`src/rtl/fcr_pkg.sv`:
```
package fcr_pkg;
  typedef enum logic [1:0] {ST_IDLE, ST_LEN, ST_PAY, ST_CHK} rx_state_e;

  localparam int unsigned CRDY_BIT = 7;
  localparam int unsigned DRDY_BIT = 6;
  localparam int unsigned KIND_LSB = 4;

  function automatic logic odd_par_ok(input logic [7:0] b, input logic p);
    return ^{b, p};
  endfunction
endpackage

```
`src/rtl/fcr_deframer.sv`:
```
module fcr_deframer
  import fcr_pkg::*;
#(
  parameter int W = 32
) (
  input  logic         clk,
  input  logic         rst_n,
  input  logic         sof,
  input  logic [7:0]   rx_byte,
  input  logic         par,
  input  logic         room,
  output logic         wr_en,
  output logic [W-1:0] wr_word,
  output logic         commit,
  output logic         abort,
  output logic         rdy_upd,
  output logic [1:0]   rdy_val,
  output logic         par_evt,
  output logic         ovf_evt
);
  localparam int BPW = W / 8;
  localparam int BW  = $clog2(BPW);

  rx_state_e       state_q;
  logic [7:0]      hdr_q, len_q, vx_q;
  logic [W-1:0]    acc_q, merged;
  logic [BW-1:0]   bidx_q;
  logic            herr_q, ovf_q, need_wr, hp_ok, is_data, bad;

  assign hp_ok   = odd_par_ok(rx_byte, par);
  assign is_data = hdr_q[KIND_LSB+1:KIND_LSB] != 2'b00;
  assign rdy_val = {hdr_q[CRDY_BIT], hdr_q[DRDY_BIT]};

  always_comb begin
    merged = acc_q;
    merged[{bidx_q, 3'b000} +: 8] = rx_byte;
    need_wr = 1'b0;
    wr_word = '0;
    commit  = 1'b0;
    abort   = 1'b0;
    rdy_upd = 1'b0;
    par_evt = 1'b0;
    ovf_evt = 1'b0;
    bad     = herr_q | ~hp_ok | (rx_byte != vx_q);
    if (sof) begin
      if (state_q != ST_IDLE) begin
        abort   = 1'b1;
        par_evt = 1'b1;
      end
    end else begin
      case (state_q)
        ST_LEN: if (is_data) begin
          need_wr = 1'b1;
          wr_word = {{(W-16){1'b0}}, hdr_q, rx_byte};
        end
        ST_PAY: if (is_data && (bidx_q == BW'(BPW-1) || len_q == 8'd1)) begin
          need_wr = 1'b1;
          wr_word = merged;
        end
        ST_CHK: begin
          if (bad) begin
            abort   = 1'b1;
            par_evt = 1'b1;
          end else begin
            rdy_upd = 1'b1;
            if (is_data) begin
              if (ovf_q) begin
                abort   = 1'b1;
                ovf_evt = 1'b1;
              end else begin
                commit = 1'b1;
              end
            end
          end
        end
        default: ;
      endcase
    end
    wr_en = need_wr & room & ~ovf_q;
  end

  always_ff @(posedge clk) begin
    if (!rst_n) begin
      state_q <= ST_IDLE;
      hdr_q   <= '0;
      len_q   <= '0;
      vx_q    <= '0;
      acc_q   <= '0;
      bidx_q  <= '0;
      herr_q  <= 1'b0;
      ovf_q   <= 1'b0;
    end else if (sof) begin
      state_q <= ST_LEN;
      hdr_q   <= rx_byte;
      vx_q    <= rx_byte;
      herr_q  <= ~hp_ok;
      ovf_q   <= 1'b0;
      acc_q   <= '0;
      bidx_q  <= '0;
    end else begin
      case (state_q)
        ST_LEN: begin
          len_q   <= rx_byte;
          vx_q    <= vx_q ^ rx_byte;
          herr_q  <= herr_q | ~hp_ok;
          ovf_q   <= ovf_q | (need_wr & ~room);
          state_q <= (rx_byte == 8'd0) ? ST_CHK : ST_PAY;
        end
        ST_PAY: begin
          vx_q   <= vx_q ^ rx_byte;
          herr_q <= herr_q | ~hp_ok;
          len_q  <= len_q - 8'd1;
          if (need_wr) begin
            acc_q  <= '0;
            bidx_q <= '0;
            ovf_q  <= ovf_q | ~room;
          end else begin
            acc_q  <= merged;
            bidx_q <= bidx_q + BW'(1);
          end
          if (len_q == 8'd1) state_q <= ST_CHK;
        end
        ST_CHK:  state_q <= ST_IDLE;
        default: ;
      endcase
    end
  end


  commit_abort_excl_chk: assert property (@(posedge clk) disable iff (!rst_n)
    !(commit && abort));
endmodule

```
`src/rtl/fcr_word_fifo.sv`:
```
module fcr_word_fifo #(
  parameter int W     = 32,
  parameter int DEPTH = 16
) (
  input  logic         clk,
  input  logic         rst_n,
  input  logic         wr_en,
  input  logic [W-1:0] wr_word,
  input  logic         commit,
  input  logic         abort,
  output logic         room,
  output logic         rd_valid,
  input  logic         rd_ready,
  output logic [W-1:0] rd_data,
  output logic         nempty,
  output logic         full
);
  localparam int AW = $clog2(DEPTH);
  localparam logic [AW:0] DEPTH_P = (AW+1)'(DEPTH);

  logic [W-1:0] mem [DEPTH];
  logic [AW:0]  wt_q, wc_q, rd_q;
  logic         pop;

  assign room     = (wt_q - rd_q) != DEPTH_P;
  assign full     = (wc_q - rd_q) == DEPTH_P;
  assign nempty   = wc_q != rd_q;
  assign rd_valid = nempty;
  assign rd_data  = mem[rd_q[AW-1:0]];
  assign pop      = rd_valid & rd_ready;

  always_ff @(posedge clk) begin
    if (wr_en) mem[wt_q[AW-1:0]] <= wr_word;
  end

  always_ff @(posedge clk) begin
    if (!rst_n) begin
      wt_q <= '0;
      wc_q <= '0;
      rd_q <= '0;
    end else begin
      if (abort)      wt_q <= wc_q;
      else if (wr_en) wt_q <= wt_q + 1'b1;
      if (commit)     wc_q <= wt_q;
      if (pop)        rd_q <= rd_q + 1'b1;
    end
  end


  no_overflow_chk: assert property (@(posedge clk) disable iff (!rst_n)
    wr_en |-> room);

  head_hold_chk: assert property (@(posedge clk) disable iff (!rst_n)
    (rd_valid && !rd_ready) |=> (rd_valid && $stable(rd_data)));

  full_nempty_chk: assert property (@(posedge clk) disable iff (!rst_n)
    full |-> nempty);

  commit_visible_chk: assert property (@(posedge clk) disable iff (!rst_n)
    commit |=> nempty);
endmodule

```
`src/rtl/fc_ingress_rx.sv`:
```
module fc_ingress_rx #(
  parameter int W     = 32,
  parameter int DEPTH = 16
) (
  input  logic         clk,
  input  logic         rst_n,
  input  logic         fc_sof,
  input  logic [3:0]   fc_nib_rise,
  input  logic [3:0]   fc_nib_fall,
  input  logic         fc_par,
  output logic         out_valid,
  input  logic         out_ready,
  output logic [W-1:0] out_data,
  output logic         fifo_nempty,
  output logic         fifo_full,
  output logic         fab_ctl_rdy,
  output logic         fab_dat_rdy,
  output logic         loc_ctl_rdy,
  output logic         err_parity,
  output logic         err_overflow
);
  logic         wr_en, commit, abort, room, rdy_upd, par_evt, ovf_evt;
  logic [W-1:0] wr_word;
  logic [1:0]   rdy_val;

  fcr_deframer #(.W(W)) i_deframer (
    .clk     (clk),
    .rst_n   (rst_n),
    .sof     (fc_sof),
    .rx_byte ({fc_nib_rise, fc_nib_fall}),
    .par     (fc_par),
    .room    (room),
    .wr_en   (wr_en),
    .wr_word (wr_word),
    .commit  (commit),
    .abort   (abort),
    .rdy_upd (rdy_upd),
    .rdy_val (rdy_val),
    .par_evt (par_evt),
    .ovf_evt (ovf_evt)
  );

  fcr_word_fifo #(.W(W), .DEPTH(DEPTH)) i_fifo (
    .clk      (clk),
    .rst_n    (rst_n),
    .wr_en    (wr_en),
    .wr_word  (wr_word),
    .commit   (commit),
    .abort    (abort),
    .room     (room),
    .rd_valid (out_valid),
    .rd_ready (out_ready),
    .rd_data  (out_data),
    .nempty   (fifo_nempty),
    .full     (fifo_full)
  );

  assign loc_ctl_rdy = ~fifo_full;

  always_ff @(posedge clk) begin
    if (!rst_n) begin
      fab_ctl_rdy  <= 1'b0;
      fab_dat_rdy  <= 1'b0;
      err_parity   <= 1'b0;
      err_overflow <= 1'b0;
    end else begin
      if (rdy_upd) {fab_ctl_rdy, fab_dat_rdy} <= rdy_val;
      if (par_evt) err_parity   <= 1'b1;
      if (ovf_evt) err_overflow <= 1'b1;
    end
  end


  sticky_par_chk: assert property (@(posedge clk) disable iff (!rst_n)
    err_parity |=> err_parity);

  sticky_ovf_chk: assert property (@(posedge clk) disable iff (!rst_n)
    err_overflow |=> err_overflow);
endmodule

```
`config.mk`:
```
export PLATFORM = sky130hd
export DESIGN_NAME = fc_ingress_rx
export DESIGN_NICKNAME = d
export VERILOG_FILES = /design/src/rtl/fcr_pkg.sv /design/src/rtl/fcr_deframer.sv /design/src/rtl/fcr_word_fifo.sv /design/src/rtl/fc_ingress_rx.sv
export SDC_FILE = /design/constraint.sdc
export NUM_CORES = 1
export LEC_CHECK = 0
export BUFFER_PORTS_ARGS = -buffer_cell sky130_fd_sc_hd__clkbuf_2
export CORE_MARGIN = 2
export CORE_UTILIZATION = 45
export CTS_CLUSTER_SIZE = 10
export DETAILED_ROUTE_END_ITERATION = 8
export HOLD_SLACK_MARGIN = 0.1
export PLACE_DENSITY_LB_ADDON = 0.3
export SYNTH_ARGS = -nofsm -noshare
export SYNTH_HDL_FRONTEND = slang
export SYNTH_HIERARCHICAL = 1
export SYNTH_SLANG_ARGS = --single-unit
```
`constraint.sdc`:
```
create_clock -name clk -period 6.05 [get_ports clk]
set_input_delay 1.815 -clock clk [delete_from_list [all_inputs] [get_ports clk]]
set_output_delay 1.815 -clock clk [all_outputs]
set_load 0.05 [all_outputs]
```
* Word-level counts from Yosys, hierarchy flattened *
Memory sizes are Yosys's and may differ from the RTL's. A register that Yosys moved wholly into a read port is not among the register bits.
Cells that the tools add are included.

word-level totals
  register bits after elaboration = 81
  RAM bits = 512
  word-level logic and storage cells = 118
  memories kept = 1

operators by class
  add/sub/neg operators = 7
  eq/ne operators = 12
  shift-type cells = 2
  muxes and demuxes = 48
  bitwise gates (word level) = 15
  reduce and logical (&&, ||, !) cells = 17

memories
  name        words  width  read ports  clocked after memory_dff  write ports  RTL line             source
  i_fifo.mem  16     32     1           1                         1            fcr_word_fifo.sv:21  logic [W-1:0] mem [DEPTH];

operators with widths
  cell                                                                    number
  32-bit 2-to-1 mux                                                       3
  32-bit one-hot mux with 2 select lines                                  1
  32-bit bitwise mux                                                      1
  8-bit by 7-bit variable shift with 32-bit output, first input constant  1
  8-bit by 7-bit variable part select with 32-bit output                  1
  1-bit 2-to-1 mux                                                        30
  16-bit 2-to-1 mux                                                       1
  8-bit 2-to-1 mux                                                        2
  8-bit one-hot mux with 2 select lines                                   1
  5-bit by 1-bit adder with 5-bit output, second input constant           2
  5-bit 2-to-1 mux                                                        2
  2-bit nonzero test                                                      5
  5-bit subtractor                                                        2
  9-bit parity                                                            1
  8-bit by 1-bit == test with 1-bit output, second input constant         1
  8-bit logical NOT                                                       1
  4-bit 2-to-1 mux                                                        2
  8-bit != test                                                           1
  2-bit AND reduction                                                     4
  8-bit by 1-bit subtractor with 8-bit output, second input constant      1
  8-bit XOR                                                               1
  5-bit negation with 7-bit output                                        1
  2-bit == test, second input constant                                    3
  1-bit NOT                                                               6
  other kinds (17)                                                        27

* Logic depth before layout (Yosys ltp) *
Gate-level depths: netlist (run 1).

  depth after elaboration = 10
  mapped depth = 12

* Cells and area by module *
Netlist (run 1), hierarchy kept.

modules (own cells, without submodules)
  module         instances  cells an instance  area an instance (sq um)
  fcr_word_fifo  1          921                20275.7
  fcr_deframer   1          477                3764.9
  fc_ingress_rx  1          11                 131.4

* Worst setup path before layout (run 1) *
OpenSTA, ideal clock, no wires.

  path kind = input -> register
  from = input fc_sof
  to = memory i_fifo.mem[3][0] (enable)
  library setup time = 0.461 ns
  data arrival time = 5.422 ns
  data required time = 5.589 ns
  path slack = 0.167 ns
  cell stages on the path = 7
  buffers on the path = 1
  path through = nand2b_1 > nor3_2 > and2_2 > o211a_1 > clkbuf_1 > nand2_1 > nor3_1

between the ends
  cells in the longest elaborated chain, start to end = 5

RTL lines
  element                                 RTL line             source
  start: declaration                      fc_ingress_rx.sv:7   input logic fc_sof,
  1-bit 2-to-1 mux                        fcr_deframer.sv:45   if (sof) begin
  1-bit AND (2 in a row)                  fcr_deframer.sv:79   wr_en = need_wr & room & ~ovf_q;
  via wr_en                               fc_ingress_rx.sv:22  logic wr_en, commit, abort, room, rdy_upd, par_evt, ovf_evt;
  1-bit 2-to-1 mux                        fcr_word_fifo.sv:33  if (wr_en) mem[wt_q[AW-1:0]] <= wr_word;
  1-bit 2-to-1 mux (implied by the code)  fcr_word_fifo.sv:33
  end: declaration                        fcr_word_fifo.sv:21

The timed path passes the listed nets, and every way through them passes these cells.

==> results.yml, run 1 <==
power_and_ir_drop:
  p_clk_share_pct: 44.6
  p_switching_uw: 1670
  power.share.combinational_pct: 2.1
  seqPwrFrac_pct: 53.4
  sw_frac_of_total_pct: 20.1
  p_int_uw: 6650
  leakage_uw: 0.00869
  p_per_area_nw_per_um2: 304
  ir_drop_mv: 0.187
timing:
  setup_violations: 0
  setup_slack_ns: 1.00
  tns_ns: 0
  layout_min_cycle_time_ns: 5.05
  rsz0062_at_grt: "false"
  whs_ns: 0.451
  worst_pin_slew_ns: 1.24
  fin_crit_sh_pct: 83.5
  finalHoldViolCount: 0
  drv_slew: 0
  fmax_ghz: 0.198
  fin_skew_ns: 0.0308
  relSlewSlack_pct: 16.7
detailed_routing:
  avgRoutedWirePerCell_um: 24.5
  first_pass_iters: 5
  routed_wl_um: 53900
  ant_nets: 0
  drc: 0
  via_per_inst: 5.88
  num_vias: 12900
  drt-initial-drc-count: 1138
logic_synthesis:
  synth-warning-count: 6
  synth_cells: 1409
  synth.most_common_cell: "edfxtp_1"
  avgSynthCellArea_um2: 17.2
  synthTopCellsByArea: "edfxtp_1, mux4_2, dfxtp_1, a22oi_1, nor2b_1"
  yosysTopAreaCell: "edfxtp_1"
  synth_top_family_by_area: "multiplexers"
  ys.flop_type: "edfxtp_1"
  netlist_area_um2: 24200
  synth_seq_area_share_pct: 70.6
  synth-simple-area-share_pct: 5.70
  synthXorXnorAreaFrac_pct: 1.07
  async_reset_ff_share_pct: 0
  ys_types: 65
  synth_edf_count: 512
  synth_common_cells: "edfxtp_1, mux4_2, dfxtp_1"
  synth_top_area_share_pct: 63.6
  synth_compound_area_share_pct: 6.47
  synth.area.mux_share_pct: 12.8
  synth_seq_cells: 597
  synthAdderAreaFrac_pct: 1.29
  synth_nets: 1447
grt:
  grt_use_total_pct: 19.6
  grt_max_degree: 64
  grt_overflow: 0
  grt_pass1_wl_um: 81500
  first_global_vias: 13000
  grt_antenna_before_repair: 1
cts:
  cts_tree: "done"
  cts.hold.buffers_added: 0
  postCtsSetupBuffers: 0
  cts-root-buf: "clkbuf_16"
  numCtsBuffers: 70
  ctsResizeCount: 0
  path_clk_slew_ns: 0.05
  cts_buffer_depth: 3
  clock_sinks: 597
  clk_latency_ns: 0.60
  htreeDepth: 3
worst_setup_path:
  critPathArrivalTime_ns: 3.24
  critPathMaxFanout: 24
  path_class: "register to output pin"
  r2r_setup_slack_ns: 1.45
  slowest_stage: "dfxtp_4"
  reg2reg_from: "i_deframer/state_q[1]"
  crit_path_start_kind: "register"
  cp-end-kind: "output pin"
  regToRegEndpoint: "i_fifo/mem[7][28]"
  path_cells: "buf_4 -> mux4_2 -> a22oi_1 -> nand2_1 -> clkbuf_2"
  critical-path-max-stage-delay_ns: 0.67
  crit_required_ns: 4.24
  rr_worst_depth: 9
min_path:
  hp-start: "i_deframer/acc_q[11]"
  hold_path_class: "register to register"
  hold_end: "i_deframer/acc_q[11]"
  hold_depth: 2
job:
  drv_cap: 0
die:
  die_h_um: 236
  rows: 84
  io_pins: 53
  core_um2: 52900
  die_w_um: 236
  dieArea_um2: 55600
  initial_core_util_pct: 45.7
finish:
  area_delta_synth_final_pct: 13.2
  multi_input_area_um2: 6770
  layout.nets: 1523
  fill_cells: 4223
  diodes: 0
  drive_above_1_share_pct: 22.6
  ff_latch_area_um2: 17100
outcome:
  status: "finished clean"
placed_design:
  routabilityCongestion: 0.778
  port_buffers: 52
  post-place-ws_ns: 0.866
  hpwl_um: 33000
-- layer usage --
layer  track usage [%]  vias up  share of wire, %
met5                 0        -             0.024
met4              5.21        2               2.0
met3              3.69       83               6.2
met2              30.8      393                47
met1              28.3     6757                44
li1                  -     5707                 -
-- placed cells by master (no fill, tap or decap), drive strengths merged, types with 16 or more instances in the layout --
master / instances
a21oi: 55
o21ai: 48
a22oi: 71
edfxtp: 512
nand2b: 16
xnor2: 18
dfxtp: 85
clkbuf: 144
nor2b: 51
nor2: 58
buf: 41
mux4: 128
inv: 22
mux2i: 22
ha: 25
nand2: 83
-- through the flow --
step | cells | util, % | area (um2) | total power (uW)
2_1_floorplan | 1409 | - | 24200 | 4650
3_3_place_gp | 2101 | 48.0 | 25400 | 4690
3_5_place_dp | 2101 | 48.0 | 25400 | 4700
4_1_cts | 2201 | 51.7 | 27400 | 8390
5_1_grt | 2201 | 51.7 | 27400 | 8570
6_report | 2201 | 51.7 | 27400 | 8330
-- cells by family after synthesis --
| family | after synthesis |
|---|---|
| flops | 597 |
| buf+inv | 108 |
| simple gates | 271 |
| fa+ha+maj | 25 |
| mux | 150 |
| compound gates | 230 |
| xor+xnor | 28 |
-- worst max path at each step --
stage             start  cells after the start           endpoint  slack, ns
2_1_floorplan    fc_sof                      7   i_fifo/mem[3][0]       0.17
3_3_place_gp     fc_sof                      8  i_fifo/mem[9][17]       0.98
3_5_place_dp     fc_sof                      8  i_fifo/mem[5][17]       0.87
4_1_cts        register                      5       out_data[15]       0.92
5_1_grt        register                      5       out_data[12]       0.78
6_report       register                      5       out_data[13]        1.0
-- layout make-up --
class                   count  area share (%)
multi-input cells         704            24.7
flip-flops and latches    597            62.5
clock inverters             8           0.352
well taps                 688            3.15
clock buffers              92            6.86
inverters                  19           0.261
repair buffers             93            2.17
-- registers in the layout, summed over array words and instances (netlist names), 2 cells and up, named ones only --
name,count
i_fifo/wc_q,5
i_deframer/state_q,2
i_deframer/acc_q,32
i_deframer/len_q,8
i_deframer/hdr_q,8
i_fifo/rd_q,5
i_fifo/mem,512
i_deframer/vx_q,8
i_fifo/wt_q,5
i_deframer/bidx_q,2
-- critical path: cells and delay by family, from the launching register on --
kind	cells	cell delay, ns
buffers and inverters	2	0.69
DFF	1	0.67
muxes	1	0.54
AOI/OAI and AO/OA	1	0.44
and+or+nand+nor	1	0.28
-- power by group through the flow --
stage,clock network [uW],logic (uW),registers [uW]
floorplan,0,127,4520
global placement,0,167,4520
detailed placement,0,171,4530
CTS,3780,172,4440
global route,3940,191,4440
finish,3710,172,4440
Note: power is estimated with default switching activity, not from simulation.
==> run 2, diff against run 1 <==
==> constraint.sdc (replaced) <==
create_clock -name clk -period 5.2 [get_ports clk]
set_input_delay 1.56 -clock clk [delete_from_list [all_inputs] [get_ports clk]]
set_output_delay 1.56 -clock clk [all_outputs]
set_load 0.05 [all_outputs]
==> results.yml, run 2 (synthesized netlist as in run 1, its figures left out) <==
worst_setup_path:
  reg2reg_from: "i_deframer/state_q[0]"
  crit_required_ns: 3.64
  critical-path-max-stage-delay_ns: 0.70
  path_cells: "buf_12 -> mux4_2 -> a22oi_1 -> nand2_1 -> clkbuf_2"
  rr_worst_depth: 9
  cp-end-kind: "output pin"
  slowest_stage: "dfxtp_4"
  r2r_setup_slack_ns: 1.17
  regToRegEndpoint: "i_fifo/mem[3][27]"
  path_class: "register to output pin"
  crit_path_start_kind: "register"
  critPathArrivalTime_ns: 2.93
  critPathMaxFanout: 32
finish:
  layout.nets: 1533
  diodes: 0
  mostFrequentLayoutCells: "edfxtp_1, mux4_2, dfxtp_1"
  final_common_cell: "edfxtp_1"
  largest_register_ffs: 512
  drive_above_1_share_pct: 23.0
  area_delta_synth_final_pct: 13.9
  fill_cells: 4212
power_and_ir_drop:
  finalPower_uw: 9690
  leakage_uw: 0.00874
  ir_drop_mv: 0.260
  p_per_area_nw_per_um2: 352
cts:
  clock_sinks: 597
  cts_tree: "done"
  cts-root-buf: "clkbuf_16"
  path_clk_slew_ns: 0.05
  postCtsSetupBuffers: 0
  numCtsBuffers: 70
  ctsResizeCount: 0
  cts.hold.buffers_added: 0
  htreeDepth: 3
  cts_buffer_depth: 3
  clk_latency_ns: 0.60
placed_design:
  hpwl_um: 30800
  port_buffers: 52
  routabilityCongestion: 0.757
timing:
  relSlewSlack_pct: 24.4
  drv_slew: 0
  layout_min_cycle_time_ns: 4.49
  setup_violations: 0
  worst_pin_slew_ns: 1.13
  finalHoldViolCount: 0
  fmax_ghz: 0.223
  tns_ns: 0
  rsz0062_at_grt: "false"
  fin_crit_sh_pct: 86.4
  fin_skew_ns: 0.0130
detailed_routing:
  routed_wl_um: 52900
  drt-initial-drc-count: 1050
  first_pass_iters: 5
  num_vias: 12900
  ant_nets: 0
  via_per_inst: 5.87
  drc: 0
  avgRoutedWirePerCell_um: 24.0
min_path:
  hp-start: "i_deframer/acc_q[11]"
  hold_depth: 2
  hold_end: "i_deframer/acc_q[11]"
  hold_path_class: "register to register"
job:
  drv_cap: 0
grt:
  grt_antenna_before_repair: 0
  grt_max_degree: 42
  grt_use_total_pct: 19.5
  grt_overflow: 0
  first_global_vias: 13300
  grt_pass1_wl_um: 81700
die:
  core_um2: 52900
  initial_core_util_pct: 45.7
  rows: 84
  die_h_um: 236
  die_w_um: 236
  dieArea_um2: 55600
  io_pins: 53
outcome:
  status: "finished clean"
[run 2: final cells by class]
cell class / count / area (um2) / area share, %
clock buffer: 86 / 1860 / 6.77
tap: 688 / 861 / 3.13
clock inverter: 6 / 95.1 / 0.345
inverter: 19 / 71.3 / 0.259
multi-input combinational: 704 / 6780 / 24.6
timing repair buffer: 103 / 781 / 2.84
sequential: 597 / 17100 / 62.0
[run 2: worst max-delay path by stage]
stage / slack, ns / cells after the start / start / end
floorplan: 0.11 / 7 / i_fifo/rd_q[1] / loc_ctl_rdy
global placement: 0.68 / 8 / fc_sof / i_fifo/mem[3][25]
detailed placement: 0.65 / 8 / fc_sof / i_fifo/mem[3][25]
CTS: 0.60 / 5 / register / out_data[11]
global route: 0.50 / 5 / register / out_data[11]
finish: 0.71 / 5 / register / out_data[26]
[run 2: where the power goes]
group / switching, uW / internal, uW
combinational: 128 / 73.7
clock: 1810 / 2520
sequential: 19.8 / 5150
total: 1950 / 7740
[run 2: worst max-delay path: cells and delay by family, from the launching register on]
family / cells / cell delay (ns)
AOI/OAI and AO/OA: 1 / 0.34
and+or+nand+nor: 1 / 0.12
buffers and inverters: 2 / 0.59
muxes: 1 / 0.55
DFF: 1 / 0.70
[run 2: through the flow]
stage | hold WS, ns | std cells | setup slack, ns | util [%] | instance area, um2
floorplan | 0.432 | 1409 | 0.111 | - | 24200
global placement | 0.438 | 2111 | 0.684 | 48.4 | 25600
detailed placement | 0.443 | 2111 | 0.650 | 48.4 | 25600
CTS | 0.450 | 2203 | 0.601 | 52.1 | 27500
finish | 0.449 | 2203 | 0.707 | 52.1 | 27500
global route | 0.487 | 2203 | 0.505 | 52.1 | 27500
[run 2: layer usage]
metal  global-route usage [%]  wire (um)  share of wire [%]
met1                     27.2      23100                 44
met2                     31.8      25800                 49
met3                     3.25       2770                5.2
met4                     5.64       1200                2.3
met5                        0          0                  0
==> run 3, diff against run 2 <==
--- a/config.mk
+++ b/config.mk
@@ -7,7 +7,7 @@
 export LEC_CHECK = 0
 export BUFFER_PORTS_ARGS = -buffer_cell sky130_fd_sc_hd__clkbuf_2
 export CORE_MARGIN = 2
-export CORE_UTILIZATION = 45
+export CORE_UTILIZATION = 62
 export CTS_CLUSTER_SIZE = 10
 export DETAILED_ROUTE_END_ITERATION = 8
 export HOLD_SLACK_MARGIN = 0.1
==> results.yml, run 3 (synthesized netlist as in run 1, its figures left out) <==
detailed_routing:
  num_vias: 13500
  wl_met2_um: 30300
  wl_met1_um: 21100
  met3_length_um: 5000
  via_per_inst: 6.58
  drc: 0
  routed_wl_um: 58000
  ant_nets: 0
  drt-initial-drc-count: 1472
  avgRoutedWirePerCell_um: 28.3
  highest_layer: "met4"
  first_pass_iters: 5
timing:
  whs_ns: 0.461
  fin_crit_sh_pct: 86.7
  layout_min_cycle_time_ns: 4.51
  fmax_ghz: 0.222
  setup_violations: 0
  tns_ns: 0
  fin_skew_ns: 0.0247
  drv_slew: 0
  finalHoldViolCount: 0
  worst_pin_slew_ns: 1.32
  relSlewSlack_pct: 11.7
  rsz0062_at_grt: "false"
grt:
  grt_max_degree: 48
  grt_overflow: 0
  grt_use_total_pct: 29.2
  grt_pass1_wl_um: 86300
  first_global_vias: 13900
  grt_antenna_before_repair: 0
finish:
  area_delta_synth_final_pct: 12.9
  drive_above_1_share_pct: 23.1
  mostFrequentLayoutCells: "edfxtp_1, mux4_2, dfxtp_1"
  diodes: 0
  largest_register_ffs: 512
  layout.nets: 1540
  fill_cells: 2351
  final_common_cell: "edfxtp_1"
  multi_input_area_um2: 6780
  ff_latch_area_um2: 17100
die:
  die_h_um: 201
  rows: 72
  dieArea_um2: 40600
  initial_core_util_pct: 62.7
  core_um2: 38600
  io_pins: 53
  die_w_um: 201
cts:
  numCtsBuffers: 69
  cts_tree: "done"
  cts_buffer_depth: 3
  cts-root-buf: "clkbuf_16"
  clock_sinks: 597
  postCtsSetupBuffers: 0
  clk_latency_ns: 0.59
  path_clk_slew_ns: 0.05
  cts.hold.buffers_added: 0
  ctsResizeCount: 0
  htreeDepth: 3
power_and_ir_drop:
  p_clk_share_pct: 44.4
  p_int_uw: 7730
  p_switching_uw: 1940
  seqPwrFrac_pct: 53.5
  leakage_uw: 0.00876
  power.share.combinational_pct: 2.1
  sw_frac_of_total_pct: 20.0
  p_per_area_nw_per_um2: 354
  ir_drop_mv: 0.229
min_path:
  hold_depth: 2
  hold_path_class: "register to register"
worst_setup_path:
  rr_worst_depth: 9
  path_class: "register to output pin"
  crit_path_start_kind: "register"
  critPathArrivalTime_ns: 2.95
  cp-end-kind: "output pin"
  crit_required_ns: 3.64
  critPathMaxFanout: 23
placed_design:
  port_buffers: 52
  routabilityCongestion: 0.837
  hpwl_um: 32100
outcome:
  status: "finished clean"
job:
  drv_cap: 0
[run 3: cell count changes in the layout (fill, tap and decap cells not counted), sizes merged]
| cell | before | now |
|---|---|---|
| clkbuf | 138 | 148 |
| buf | 51 | 59 |
| clkinvlp | 1 | 0 |
| inv | 23 | 22 |
[run 3: worst max-delay path: stages (launching register included)]
cell      delay, ns
dfxtp_4        0.70
buf_4          0.41
mux4_2         0.56
a22oi_1        0.22
nand2_1        0.16
clkbuf_2       0.27
[run 3: power by group through the flow]
stage | Combinational (uW) | Clock (uW) | Sequential [uW]
floorplan | 148 | 0 | 5260
global placement | 194 | 0 | 5260
detailed placement | 200 | 0 | 5270
CTS | 201 | 4350 | 5170
global route | 221 | 4510 | 5170
finish | 203 | 4290 | 5170
[run 3: layer usage]
metal	GRT usage [%]	vias to the layer above
li1	-	5722
met1	37.4	6909
met2	50.6	739
met3	5.15	108
met4	10.3	0
met5	0	-
[run 3: final cells by class]
| class | count | area share (%) |
|---|---|---|
| clock buffers | 96 | 6.93 |
| clock inverters | 4 | 0.156 |
| inverters | 19 | 0.261 |
| multi-input cells | 704 | 24.8 |
| flip-flops and latches | 597 | 62.6 |
| well taps | 518 | 2.37 |
| repair buffers | 111 | 2.85 |
[run 3: path summary, 6_finish.rpt]
path                         start                    to  slack [ns]
max                       register          out_data[10]        0.69
max reg2reg  i_deframer/state_q[0]     i_fifo/mem[11][0]        1.16
min           i_deframer/acc_q[11]  i_deframer/acc_q[11]        0.46
min reg2reg   i_deframer/acc_q[11]  i_deframer/acc_q[11]        0.46
[run 3: per-stage QoR]
| step | setup WS (ns) | instances | utilization, % | area, um2 | power (uW) |
|---|---|---|---|---|---|
| floorplan | 0.111 | 1409 | - | 24200 | 5410 |
| global placement | 0.716 | 1949 | 65.8 | 25400 | 5460 |
| detailed placement | 0.655 | 1949 | 65.8 | 25400 | 5470 |
| CTS | 0.631 | 2049 | 70.8 | 27300 | 9720 |
| global route | 0.549 | 2049 | 70.8 | 27300 | 9900 |
| finish | 0.691 | 2049 | 70.8 | 27300 | 9670 |
